==> src/rtl/lmc_pkg.sv <==
package lmc_pkg;

  localparam int MAX_W = 64;
  typedef logic [MAX_W-1:0] word_t;

  // 4-bit substitution, a fixed bijection
  function automatic logic [3:0] sbox4(input logic [3:0] x);
    logic [3:0] y;
    case (x)
      4'h0: y = 4'h6;  4'h1: y = 4'hB;  4'h2: y = 4'h0;  4'h3: y = 4'h9;
      4'h4: y = 4'hE;  4'h5: y = 4'h3;  4'h6: y = 4'hC;  4'h7: y = 4'h5;
      4'h8: y = 4'h8;  4'h9: y = 4'hF;  4'hA: y = 4'h2;  4'hB: y = 4'hD;
      4'hC: y = 4'h1;  4'hD: y = 4'h4;  4'hE: y = 4'hA;  default: y = 4'h7;
    endcase
    return y;
  endfunction

  function automatic word_t sub_layer(input word_t x, input int n);
    word_t y;
    y = '0;
    for (int j = 0; j < MAX_W / 4; j++) begin
      if (4 * j < n) y[4*j +: 4] = sbox4(x[4*j +: 4]);
    end
    return y;
  endfunction

  // bit i -> (i*n/4) mod (n-1); top bit stays
  function automatic word_t perm_layer(input word_t x, input int n);
    word_t y;
    int    dst;
    y = '0;
    for (int i = 0; i < MAX_W; i++) begin
      if (i < n) begin
        dst = (i == n - 1) ? i : (i * (n / 4)) % (n - 1);
        y[dst[5:0]] = x[i[5:0]];
      end
    end
    return y;
  endfunction

  // key rotated left by r inside n bits, xor r
  function automatic word_t round_key(input word_t key, input int r, input int n);
    word_t y;
    int    dst;
    y = '0;
    for (int i = 0; i < MAX_W; i++) begin
      if (i < n) begin
        dst = (i + r) % n;
        y[dst[5:0]] = key[i[5:0]];
      end
    end
    return y ^ word_t'(r);
  endfunction

  function automatic word_t cipher_round(input word_t x, input word_t rk, input int n);
    return perm_layer(sub_layer(x, n), n) ^ rk;
  endfunction

  function automatic logic mask_parity(input word_t m, input word_t d);
    return ^(m & d);
  endfunction

endpackage

==> src/rtl/lmc_pt_gen.sv <==
module lmc_pt_gen #(
  parameter int N_BITS = 8
) (
  input  logic              clk,
  input  logic              rst_n,
  input  logic              start_i,
  output logic [N_BITS-1:0] pt_o,
  output logic              issue_o,
  output logic              last_o
);
  localparam logic [N_BITS-1:0] PT_MAX = '1;

  logic              running_q;
  logic [N_BITS-1:0] pt_q;

  always_ff @(posedge clk or negedge rst_n) begin
    if (!rst_n) begin
      running_q <= 1'b0;
      pt_q      <= '0;
    end else if (start_i) begin
      running_q <= 1'b1;
      pt_q      <= '0;
    end else if (running_q) begin
      if (pt_q == PT_MAX) running_q <= 1'b0;
      else                pt_q      <= pt_q + 1'b1;
    end
  end

  assign pt_o    = pt_q;
  assign issue_o = running_q;
  assign last_o  = running_q && (pt_q == PT_MAX);


  pt_step_chk: assert property (@(posedge clk) disable iff (!rst_n)
    (running_q && !start_i && pt_q != PT_MAX) |=> (running_q && pt_q == $past(pt_q) + 1'b1));


  pt_restart_chk: assert property (@(posedge clk) disable iff (!rst_n)
    start_i |=> (running_q && pt_q == '0));

endmodule

==> src/rtl/lmc_cipher_pipe.sv <==
module lmc_cipher_pipe
  import lmc_pkg::*;
#(
  parameter int N_BITS  = 8,
  parameter int ROUNDS  = 4,
  parameter int TAPS    = 2,
  parameter int A_MASKS = 2,
  parameter logic [A_MASKS*N_BITS-1:0] ALPHA_MASKS = '0
) (
  input  logic                            clk,
  input  logic                            rst_n,
  input  logic                            flush_i,
  input  logic [N_BITS-1:0]               key_i,
  input  logic [N_BITS-1:0]               pt_i,
  input  logic                            issue_i,
  input  logic                            last_i,
  output logic [TAPS-1:0][N_BITS-1:0]     tap_data_o,
  output logic [TAPS-1:0]                 tap_vld_o,
  output logic [TAPS-1:0]                 tap_last_o,
  output logic [TAPS-1:0][A_MASKS-1:0]    tap_apar_o
);
  localparam int TAP_FIRST = ROUNDS - TAPS + 1;

  logic [ROUNDS:0][N_BITS-1:0]  st_data;
  logic [ROUNDS:0]              st_vld;
  logic [ROUNDS:0]              st_last;
  logic [ROUNDS:0][A_MASKS-1:0] st_apar;
  logic [A_MASKS-1:0]           apar_in;

  // input-mask parities, computed once at issue
  always_comb begin
    for (int a = 0; a < A_MASKS; a++) begin
      apar_in[a] = mask_parity(word_t'(ALPHA_MASKS[a*N_BITS +: N_BITS]), word_t'(pt_i));
    end
  end

  for (genvar s = 0; s <= ROUNDS; s++) begin : g_stage
    word_t nxt_w;
    if (s == 0) begin : g_head
      always_comb nxt_w = word_t'(pt_i) ^ round_key(word_t'(key_i), 0, N_BITS);

      always_ff @(posedge clk or negedge rst_n) begin
        if (!rst_n) begin
          st_data[s] <= '0;
          st_vld[s]  <= 1'b0;
          st_last[s] <= 1'b0;
          st_apar[s] <= '0;
        end else begin
          st_data[s] <= nxt_w[N_BITS-1:0];
          st_vld[s]  <= issue_i && !flush_i;
          st_last[s] <= last_i && !flush_i;
          st_apar[s] <= apar_in;
        end
      end
    end else begin : g_round
      always_comb nxt_w = cipher_round(word_t'(st_data[s-1]),
                                       round_key(word_t'(key_i), s, N_BITS), N_BITS);

      always_ff @(posedge clk or negedge rst_n) begin
        if (!rst_n) begin
          st_data[s] <= '0;
          st_vld[s]  <= 1'b0;
          st_last[s] <= 1'b0;
          st_apar[s] <= '0;
        end else begin
          st_data[s] <= nxt_w[N_BITS-1:0];
          st_vld[s]  <= st_vld[s-1] && !flush_i;
          st_last[s] <= st_last[s-1] && !flush_i;
          st_apar[s] <= st_apar[s-1];
        end
      end
    end
  end

  for (genvar t = 0; t < TAPS; t++) begin : g_tap_out
    assign tap_data_o[t] = st_data[TAP_FIRST+t];
    assign tap_vld_o[t]  = st_vld[TAP_FIRST+t];
    assign tap_last_o[t] = st_last[TAP_FIRST+t];
    assign tap_apar_o[t] = st_apar[TAP_FIRST+t];
  end


  flush_drain_chk: assert property (@(posedge clk) disable iff (!rst_n)
    flush_i |=> (st_vld == '0 && st_last == '0));


  last_single_chk: assert property (@(posedge clk) disable iff (!rst_n)
    $countones(st_last) <= 1);

endmodule

==> src/rtl/lmc_tap_mask.sv <==
module lmc_tap_mask
  import lmc_pkg::*;
#(
  parameter int N_BITS  = 8,
  parameter int A_MASKS = 2,
  parameter int B_MASKS = 2,
  parameter logic [B_MASKS*N_BITS-1:0] BETA_MASKS = '0
) (
  input  logic                         clk,
  input  logic                         rst_n,
  input  logic                         flush_i,
  input  logic [N_BITS-1:0]            data_i,
  input  logic                         vld_i,
  input  logic                         last_i,
  input  logic [A_MASKS-1:0]           apar_i,
  output logic [A_MASKS*B_MASKS-1:0]   match_o,
  output logic                         vld_o,
  output logic                         last_o
);
  localparam int PAIRS = A_MASKS * B_MASKS;

  logic [B_MASKS-1:0] bpar;
  logic [PAIRS-1:0]   match_nxt;

  always_comb begin
    for (int b = 0; b < B_MASKS; b++) begin
      bpar[b] = mask_parity(word_t'(BETA_MASKS[b*N_BITS +: N_BITS]), word_t'(data_i));
    end
    for (int a = 0; a < A_MASKS; a++) begin
      for (int b = 0; b < B_MASKS; b++) begin
        match_nxt[a*B_MASKS+b] = (apar_i[a] == bpar[b]);
      end
    end
  end

  always_ff @(posedge clk or negedge rst_n) begin
    if (!rst_n) begin
      match_o <= '0;
      vld_o   <= 1'b0;
      last_o  <= 1'b0;
    end else begin
      match_o <= match_nxt;
      vld_o   <= vld_i && !flush_i;
      last_o  <= last_i && !flush_i;
    end
  end


  vld_follow_chk: assert property (@(posedge clk) disable iff (!rst_n)
    (vld_i && !flush_i) |=> (vld_o && last_o == $past(last_i)));

endmodule

==> src/rtl/lmc_count_chain.sv <==
module lmc_count_chain #(
  parameter int CNT_W = 9,
  parameter int TOTAL = 8
) (
  input  logic                         clk,
  input  logic                         rst_n,
  input  logic                         clr_i,
  input  logic                         shift_i,
  input  logic [TOTAL-1:0]             inc_i,
  input  logic [CNT_W-1:0]             chain_i,
  output logic [TOTAL-1:0][CNT_W-1:0]  cnt_o,
  output logic [CNT_W-1:0]             chain_o
);
  logic [TOTAL-1:0][CNT_W-1:0] cnt_q;

  for (genvar i = 0; i < TOTAL; i++) begin : g_cnt
    logic [CNT_W-1:0] shift_src;
    if (i == 0) begin : g_first
      assign shift_src = chain_i;
    end else begin : g_link
      assign shift_src = cnt_q[i-1];
    end

    always_ff @(posedge clk or negedge rst_n) begin
      if (!rst_n)         cnt_q[i] <= '0;
      else if (clr_i)     cnt_q[i] <= '0;
      else if (shift_i)   cnt_q[i] <= shift_src;
      else if (inc_i[i])  cnt_q[i] <= cnt_q[i] + 1'b1;
    end


    no_wrap_chk: assert property (@(posedge clk) disable iff (!rst_n)
      (cnt_q[i] != '0 && !clr_i && !shift_i) |=> (cnt_q[i] != '0));
  end

  assign cnt_o   = cnt_q;
  assign chain_o = cnt_q[TOTAL-1];


  clear_chk: assert property (@(posedge clk) disable iff (!rst_n)
    clr_i |=> (cnt_q == '0));


  shift_out_chk: assert property (@(posedge clk) disable iff (!rst_n)
    (shift_i && !clr_i) |=> (chain_o == $past(cnt_q[TOTAL-2])));

endmodule

==> src/rtl/lmc_corr_array.sv <==
module lmc_corr_array
  import lmc_pkg::*;
#(
  parameter int N_BITS  = 8,
  parameter int ROUNDS  = 4,
  parameter int TAPS    = 2,
  parameter int A_MASKS = 2,
  parameter int B_MASKS = 2,
  parameter logic [A_MASKS*N_BITS-1:0] ALPHA_MASKS = 16'h5A00,
  parameter logic [B_MASKS*N_BITS-1:0] BETA_MASKS  = 16'hC300
) (
  input  logic              clk,
  input  logic              rst_n,
  input  logic              start_i,
  input  logic [N_BITS-1:0] key_i,
  input  logic              shift_i,
  input  logic [N_BITS:0]   chain_in_i,
  output logic [N_BITS:0]   chain_out_o,
  output logic              done_o
);
  localparam int CNT_W = N_BITS + 1;
  localparam int PAIRS = A_MASKS * B_MASKS;
  localparam int TOTAL = TAPS * PAIRS;

  logic [N_BITS-1:0]             key_q;
  logic [N_BITS-1:0]             pt;
  logic                          issue;
  logic                          pt_last;
  logic [TAPS-1:0][N_BITS-1:0]   tap_data;
  logic [TAPS-1:0]               tap_pvld;
  logic [TAPS-1:0]               tap_plast;
  logic [TAPS-1:0][A_MASKS-1:0]  tap_apar;
  logic [TAPS-1:0][PAIRS-1:0]    tap_match;
  logic [TAPS-1:0]               tap_vld;
  logic [TAPS-1:0]               tap_last;
  logic [TOTAL-1:0]              inc_vec;
  logic [TOTAL-1:0][CNT_W-1:0]   cnt_bus;
  logic                          done_q;
  logic                          shift_eff;
  logic                          run_finished;

  always_ff @(posedge clk or negedge rst_n) begin
    if (!rst_n)       key_q <= '0;
    else if (start_i) key_q <= key_i;
  end

  lmc_pt_gen #(.N_BITS(N_BITS)) u_pt_gen (
    .clk     (clk),
    .rst_n   (rst_n),
    .start_i (start_i),
    .pt_o    (pt),
    .issue_o (issue),
    .last_o  (pt_last)
  );

  lmc_cipher_pipe #(
    .N_BITS      (N_BITS),
    .ROUNDS      (ROUNDS),
    .TAPS        (TAPS),
    .A_MASKS     (A_MASKS),
    .ALPHA_MASKS (ALPHA_MASKS)
  ) u_pipe (
    .clk        (clk),
    .rst_n      (rst_n),
    .flush_i    (start_i),
    .key_i      (key_q),
    .pt_i       (pt),
    .issue_i    (issue),
    .last_i     (pt_last),
    .tap_data_o (tap_data),
    .tap_vld_o  (tap_pvld),
    .tap_last_o (tap_plast),
    .tap_apar_o (tap_apar)
  );

  for (genvar t = 0; t < TAPS; t++) begin : g_tap
    lmc_tap_mask #(
      .N_BITS     (N_BITS),
      .A_MASKS    (A_MASKS),
      .B_MASKS    (B_MASKS),
      .BETA_MASKS (BETA_MASKS)
    ) u_mask (
      .clk     (clk),
      .rst_n   (rst_n),
      .flush_i (start_i),
      .data_i  (tap_data[t]),
      .vld_i   (tap_pvld[t]),
      .last_i  (tap_plast[t]),
      .apar_i  (tap_apar[t]),
      .match_o (tap_match[t]),
      .vld_o   (tap_vld[t]),
      .last_o  (tap_last[t])
    );

    assign inc_vec[t*PAIRS +: PAIRS] = tap_match[t] & {PAIRS{tap_vld[t]}};


    tap_before_done_chk: assert property (@(posedge clk) disable iff (!rst_n)
      (tap_vld[t] && tap_last[t]) |-> !done_q);
  end

  assign run_finished = tap_vld[TAPS-1] && tap_last[TAPS-1];

  always_ff @(posedge clk or negedge rst_n) begin
    if (!rst_n)            done_q <= 1'b0;
    else if (start_i)      done_q <= 1'b0;
    else if (run_finished) done_q <= 1'b1;
  end

  assign shift_eff = shift_i && done_q && !start_i;

  lmc_count_chain #(.CNT_W(CNT_W), .TOTAL(TOTAL)) u_chain (
    .clk     (clk),
    .rst_n   (rst_n),
    .clr_i   (start_i),
    .shift_i (shift_eff),
    .inc_i   (inc_vec),
    .chain_i (chain_in_i),
    .cnt_o   (cnt_bus),
    .chain_o (chain_out_o)
  );

  assign done_o = done_q;


  shift_ignored_chk: assert property (@(posedge clk) disable iff (!rst_n)
    (shift_i && !done_q && !start_i && inc_vec == '0) |=> $stable(cnt_bus));


  hold_after_done_chk: assert property (@(posedge clk) disable iff (!rst_n)
    (done_q && !shift_i && !start_i) |=> $stable(cnt_bus));


  done_sticky_chk: assert property (@(posedge clk) disable iff (!rst_n)
    (done_q && !start_i) |=> done_q);


  quiet_when_done_chk: assert property (@(posedge clk) disable iff (!rst_n)
    done_q |-> (tap_vld == '0 && inc_vec == '0));

endmodule

==> config.mk <==
export PLATFORM = sky130hd
export DESIGN_NAME = lmc_corr_array
export DESIGN_NICKNAME = d
export VERILOG_FILES = /design/src/rtl/lmc_pkg.sv /design/src/rtl/lmc_pt_gen.sv /design/src/rtl/lmc_cipher_pipe.sv /design/src/rtl/lmc_tap_mask.sv /design/src/rtl/lmc_count_chain.sv /design/src/rtl/lmc_corr_array.sv
export SDC_FILE = /design/constraint.sdc
export NUM_CORES = 1
export LEC_CHECK = 0
export ABC_CLOCK_PERIOD_IN_PS = 2400
export BUFFER_PORTS_ARGS = -buffer_cell sky130_fd_sc_hd__buf_2
export CELL_PAD_IN_SITES_DETAIL_PLACEMENT = 1
export CELL_PAD_IN_SITES_GLOBAL_PLACEMENT = 1
export CORE_MARGIN = 2
export CORE_UTILIZATION = 53
export CTS_CLUSTER_SIZE = 16
export DETAILED_ROUTE_END_ITERATION = 8
export GPL_ROUTABILITY_DRIVEN = 0
export PLACE_DENSITY_LB_ADDON = 0.1
export SETUP_SLACK_MARGIN = 0.4
export SLEW_MARGIN = 20
export SYNTH_ARGS = -nofsm -noshare
export SYNTH_HDL_FRONTEND = slang
export SYNTH_SLANG_ARGS = --single-unit
==> constraint.sdc <==
create_clock -name clk -period 2.4 [get_ports clk]
set_input_delay 0.24 -clock clk [delete_from_list [all_inputs] [get_ports clk]]
set_output_delay 0.24 -clock clk [all_outputs]
set_load 0.005 [all_outputs]
Word level (Yosys, flattened, before mapping):

Memories as Yosys holds them, arrays and structs flattened.
Cells that the tools add are included.

* equality and inequality tests: 4
* bitwise logic cells: 14
* muxes and demuxes: 32
* reduce and logical (&&, ||, !) cells: 31
* $add $sub $neg: 9

Operator list (count)
* $mux W9: 24
* $reduce_xor A64 Y1: 3
* $add A9 B1 Y9 const B: 8
* $xor A8 B8 Y8: 5
* $mux W8: 3
* $reduce_bool A3 Y1: 8
* $logic_and A1 B1 Y1: 16
* $add A8 B1 Y8 const B: 1
* $and A4 B4 Y4: 2
* $eq A8 B8 Y1 const B: 1
* $not A1 Y1: 6
* $mux W1: 5
* $reduce_bool A2 Y1: 2
* $eq A1 B1 Y1: 2
* $ne A2 B2 Y1 const B: 1
* $not A2 Y2: 1
* $reduce_and A2 Y1: 1
* $logic_not A1 Y1: 1

* memories kept: 8
* output and inout bits: 10
* logic and storage cells: 134
* input port bits: 21
* bits in read-only memories: 512
* register bits: 155

Memory list
* (name not given): depth 16, bits a word 4, rd ports 1, clocked after Yosys merged registers in 0, wr ports 0, RTL line lmc_pkg.sv:9 `case (x)`
* (name not given): depth 16, bits a word 4, rd ports 1, clocked after Yosys merged registers in 0, wr ports 0, RTL line lmc_pkg.sv:9
* (name not given): depth 16, bits a word 4, rd ports 1, clocked after Yosys merged registers in 0, wr ports 0, RTL line lmc_pkg.sv:9
* (name not given): depth 16, bits a word 4, rd ports 1, clocked after Yosys merged registers in 0, wr ports 0, RTL line lmc_pkg.sv:9
* (name not given): depth 16, bits a word 4, rd ports 1, clocked after Yosys merged registers in 0, wr ports 0, RTL line lmc_pkg.sv:9
* (name not given): depth 16, bits a word 4, rd ports 1, clocked after Yosys merged registers in 0, wr ports 0, RTL line lmc_pkg.sv:9
* +2 memories

Depth between registers and ports, before layout:

* depth after elaboration: 4
* depth in mapped cells: 6
* depth with buffers taken out: 6

By module:

From an unflattened synthesis, not the netlist that was laid out.

* cells, all modules: 920
* area total of the unflattened synthesis: 9006.1 sq um

By module, submodules not included
* lmc_count_chain: sequential area each 1801.7 sq um, instances 1, area an instance 4359.2 sq um, cells an instance 487
* lmc_cipher_pipe: sequential area each 1376.3 sq um, instances 1, area an instance 3208.1 sq um, cells an instance 324
* lmc_pt_gen: sequential area each 225.2 sq um, instances 1, area an instance 535.5 sq um, cells an instance 51
* lmc_tap_mask: sequential area each 150.1 sq um, instances 2, area an instance 240.2 sq um, cells an instance 14
* lmc_corr_array: sequential area each 225.2 sq um, instances 1, area an instance 422.9 sq um, cells an instance 30

Worst setup path after synthesis:

No wires, ideal clock.

* path kind: register to register
* start point: register u_pt_gen.pt_q[1], in the netlist u_pt_gen.pt_o[1]
* end point: register u_pt_gen.pt_q[2], in the netlist u_pt_gen.pt_o[2]
* buffers on the path: 0
* data arrival time: 1.336 ns
* path slack: 0.970 ns
* cell stages (with the launch flop): 5
* setup time: 0.094 ns
* required time: 2.306 ns
* period minus slack after synthesis: 1.430 ns
* path through: dfrtp_1 ha_1 nand4_1 or2_2 a211oi_1

* cells in the longest elaborated chain, start to end: 4
* elaborated cells between the ends (all ways): 7
* those cells by class: add/sub (1); eq/ne (2); mux (3); reduce/logical (1)

Ends and longest elaborated chain
* start: declaration: RTL line lmc_pt_gen.sv:14 `logic [N_BITS-1:0] pt_q;`
* start signal: assignment: RTL line lmc_pt_gen.sv:25 `else pt_q <= pt_q + 1'b1;`
* $add A8 B1 Y8: RTL line lmc_pt_gen.sv:25
* $mux W8: RTL line lmc_pt_gen.sv:24 `if (pt_q == PT_MAX) running_q <= 1'b0;`
* $mux W8: RTL line lmc_pt_gen.sv:23 `end else if (running_q) begin`
* $mux W8: RTL line lmc_pt_gen.sv:20 `end else if (start_i) begin`

Parallel ways exist; a longest one is shown, timed or not. The select of a mux whose other input is x is not followed.
A chain may end at the register's enable or synchronous reset.

Worst setup path after layout:

* start point: register g_tap[1].u_mask.vld_o
* end point: register u_chain.cnt_q (netlist bit u_chain.g_cnt[6].shift_src[4])

* cells in the longest elaborated chain, start to end: 2

Ends and longest elaborated chain
* start: declaration: RTL line lmc_tap_mask.sv:17 `output logic vld_o,`
* start signal: assignment: RTL line lmc_tap_mask.sv:43 `vld_o <= vld_i && !flush_i;`
* $and A4 B4 Y4: RTL line lmc_corr_array.sv:95 `assign inc_vec[t*PAIRS +: PAIRS] = tap_match[t] & {PAIRS{tap_vld[t]}};`
* $reduce_bool A3 Y1 (no line)
* end signal: indexed assignment: RTL line lmc_count_chain.sv:27 `else if (shift_i) cnt_q[i] <= shift_src;`
* end signal: indexed assignment: RTL line lmc_count_chain.sv:28 `else if (inc_i[i]) cnt_q[i] <= cnt_q[i] + 1'b1;`
* end: declaration: RTL line lmc_count_chain.sv:14 `logic [TOTAL-1:0][CNT_W-1:0] cnt_q;`

No other way between the ends.

==> results.cfg <==
[grt]
antenna_found_initial = 0
grt_usage_pct = 27.0
overflow = 0
grt_max_degree = 60
grt_pass1_wl_mm = 33.5
first_global_vias = 6431

[critical_path]
critical_path_peak_fanout = 20
required_ns = 2.72
end_kind = register
rr_endpoint = u_chain.g_cnt[6].shift_src[4]
cp.arrival_ns = 2.17
worstPathCellList = nand3_2, or3_1, a311oi_1
r2r_slack_ns = 0.55
crit_end = u_chain.g_cnt[6].shift_src[4]
cp-startpoint = g_tap[1].u_mask.vld_o
cp-start-kind = register
path_class = register to register
worstReg2RegStart = g_tap[1].u_mask.vld_o
cpPeakStageDelay_ns = 0.75
slowest_stage = dfrtp_1
ff2ff_path_depth = 3

[floorplanning]
die-area_mm2 = 0.0156
initial_utilization_pct = 53.8
fp-row-count = 44
die_x_um = 125
num_io_pins = 31
coreArea_mm2 = 0.0144
die_h_um = 125

[sta]
grt_setup_unrepaired = false
final.setup_skew_ns = 0.00996
fmax_ghz = 0.541
fin_crit_sh_pct = 77.0
tightestPinTransition_ns = 0.652
slew_violations = 0
setup_tns_ns = 0
hold_violations = 0
period_needed_ns = 1.85
slew_headroom_pct = 56.5
setup_viol = 0

[outcome]
outcome = complete, no violations

[clock_tree]
cts_tree = done
cts_buffer_depth = 2
cts.sinks = 150
cts_resized = 0
clkTransAtPathRegs_ns = 0.07
post-cts-setup-buffers = 0
cts_buffers = 17
htreeDepth = 4
clock_latency_ns = 0.43
clockRootBuffer = clkbuf_16
cts-hold-fix-buffers = 1

[detailed_routing]
viasPerCell = 5.87
drc = 0
ant_nets = 0
routed_wirelength_mm = 19.5
wire_per_inst_um = 20.1
initialDrtViolationCount = 281
first_pass_iters = 4
dr_total_vias = 5683

[cells_and_area]
multi_input_area_mm2 = 0.00366
fin_area_mm2 = 0.00858
diodes = 0
seq_area_mm2 = 0.00375
fin_util_pct = 59.5
area_growth_pct = 10.7
fillers = 1559
drive_gt1_share_pct = 12.1
layout.nets = 817

[placement]
placed_cell_area_mm2 = 0.00799
dp.final_hpwl_mm = 13.2
port-buffer-count = 30

[synthesis]
synth-main-ff-cell = dfrtp_1
syn_inst = 765
yosysUniqueCellTypes = 45
synth_top_area_share_pct = 48.4
yosysWarningCount = 0
syn_nets = 811
netlist_area_mm2 = 0.00776
ys_ff_latch = 150
yosysSeqAreaShare_pct = 48.4
synth_top_area_cell = dfrtp_1
synth_edf_count = 0
avgSynthCellArea_um2 = 10.1
async_reset_ff_share_pct = 100
synth.area.top_cells = dfrtp_1 (48%), xnor2_1 (6.2%), xor2_1 (5.8%)

[pwr]
power_leakage_nw = 3.87
ir_drop_v = 0.000544
power_density_mw_per_mm2 = 874

[worst_hold_path]
min_path_type = primary input to register

[flow_run]
max_cap_viol_count = 0
-- through the flow --
stage / instances / hold WS, ns / worst slack [ns] / total power [mW]
finish: 968 / 0.0403 / 0.551 / 7.50
global route: 968 / 0.0275 / 0.420 / 7.91
CTS: 968 / 0.0255 / 0.569 / 7.59
detailed placement: 935 / 0.211 / 0.596 / 4.84
global placement: 935 / 0.203 / 0.674 / 4.67
floorplan: 765 / -0.0556 / 0.970 / 4.36
-- registers in the layout, indices dropped and copies added (netlist names), 3 cells and up --
signal                   flops
u_pipe.st_apar               3
u_pt_gen.pt_o                8
u_pipe.st_last               3
u_pipe.st_data              24
g_tap.u_mask.match_o         7
key_q                        8
u_chain.g_cnt.shift_src     63
u_pipe.st_vld                3
u_pipe.tap_data_o           12
u_chain.chain_o              9
-- logic make-up (layout without fill, tap and decap cells) --
logic type / count (synthesis) / count (layout) / synth area share [%]
flip-flops: 150 / 150 / 48.4
AND/OR/NAND/NOR: 262 / 262 / 17.0
multiplexers: 25 / 25 / 3.37
buffers and inverters: 74 / 93 / 4.47
AO/OA/AOI/OAI: 122 / 122 / 10.8
other: 1 / 1 / 0.0483
XOR/XNOR: 106 / 106 / 12.0
adder cells (fa/ha/maj): 25 / 25 / 4.03
-- Yosys cell counts (2+ instances only) --
cell	instances
buf_2	6
nor3_2	5
nand4_4	2
nor2b_1	12
o21bai_1	2
nand4_1	11
xor2_1	51
o21ai_0	26
clkbuf_1	26
or3_1	8
a21oi_1	12
buf_1	9
nand3b_1	6
inv_1	21
ha_1	25
xnor2_1	55
nor2_1	85
and3_1	8
a211oi_2	2
buf_4	10
a311oi_1	16
nand2b_1	2
nand2_1	61
and4_1	9
a211oi_1	51
o211ai_1	5
mux2_2	9
dfrtp_1	150
nand3_2	2
nand3_1	34
mux2i_1	16
nor3_1	10
o21ai_1	6
-- worst min-delay path by stage --
stage,cells after the start,to,startpoint,slack [ns]
after floorplan,0,done_o,rst_n,-0.06
after global placement,1,u_chain.g_cnt[7].shift_src[1],rst_n,0.20
after detailed placement,1,u_chain.g_cnt[7].shift_src[1],rst_n,0.21
after CTS,2,key_q[7],key_i[7],0.03
after global routing,2,key_q[7],key_i[7],0.03
final,2,key_q[7],key_i[7],0.04
-- cell usage in the layout (no fill, tap or decap), types with 3 or more instances in the layout --
cell type  netlist  layout
o211ai_1         5       5
a211oi_1        51      51
nor3_1          10      10
dfrtp_1        150     150
o21ai_0         26      26
and4_1           9       9
nand4_1         11      11
nand3_1         34      34
xor2_1          51      51
inv_8            0       3
buf_4           10       7
buf_2            6      28
nand2_1         61      60
and3_1           8       8
nor3_2           5       5
inv_6            0       8
o21ai_1          6       6
a21oi_1         12      12
nand3b_1         6       6
a311oi_1        16      16
mux2_2           9       9
mux2i_1         16      16
inv_1           21      21
clkbuf_16        0      17
or3_1            8       8
nor2b_1         12      12
xnor2_1         55      55
nor2_1          85      85
buf_12           1       3
ha_1            25      25
-- cell type report --
cell class                      count  share of cell area (%)
Sequential cell                   150                    43.7
Multi-Input combinational cell    541                    42.7
Clock buffer                       17                    4.96
Timing Repair Buffer               40                    3.19
Tap cell                          184                    2.68
Clock inverter                     15                    1.85
Inverter                           21                   0.918
-- per-layer routing --
layer / up-vias / share of wire, % / GRT usage, %
li1: 2657 / - / -
met1: 2898 / 40 / 31.4
met2: 82 / 55 / 49.0
met3: 46 / 2.1 / 5.39
met4: 0 / 3.1 / 10.5
met5: - / 0 / 0
-- report_power, final --
group	total [mW]	internal, mW	switching (mW)
clock network	2.67	1.48	1.19
registers	3.28	2.86	0.413
logic	1.55	0.734	0.820
total	7.50	5.08	2.43
-- critical path: cells and delay by family, from the launching register on --
family,cells,cell delay (ns)
flops,1,0.75
simple gates,2,0.67
compound gates,1,0.31
No activity file was read; power rests on OpenSTA's default activity.
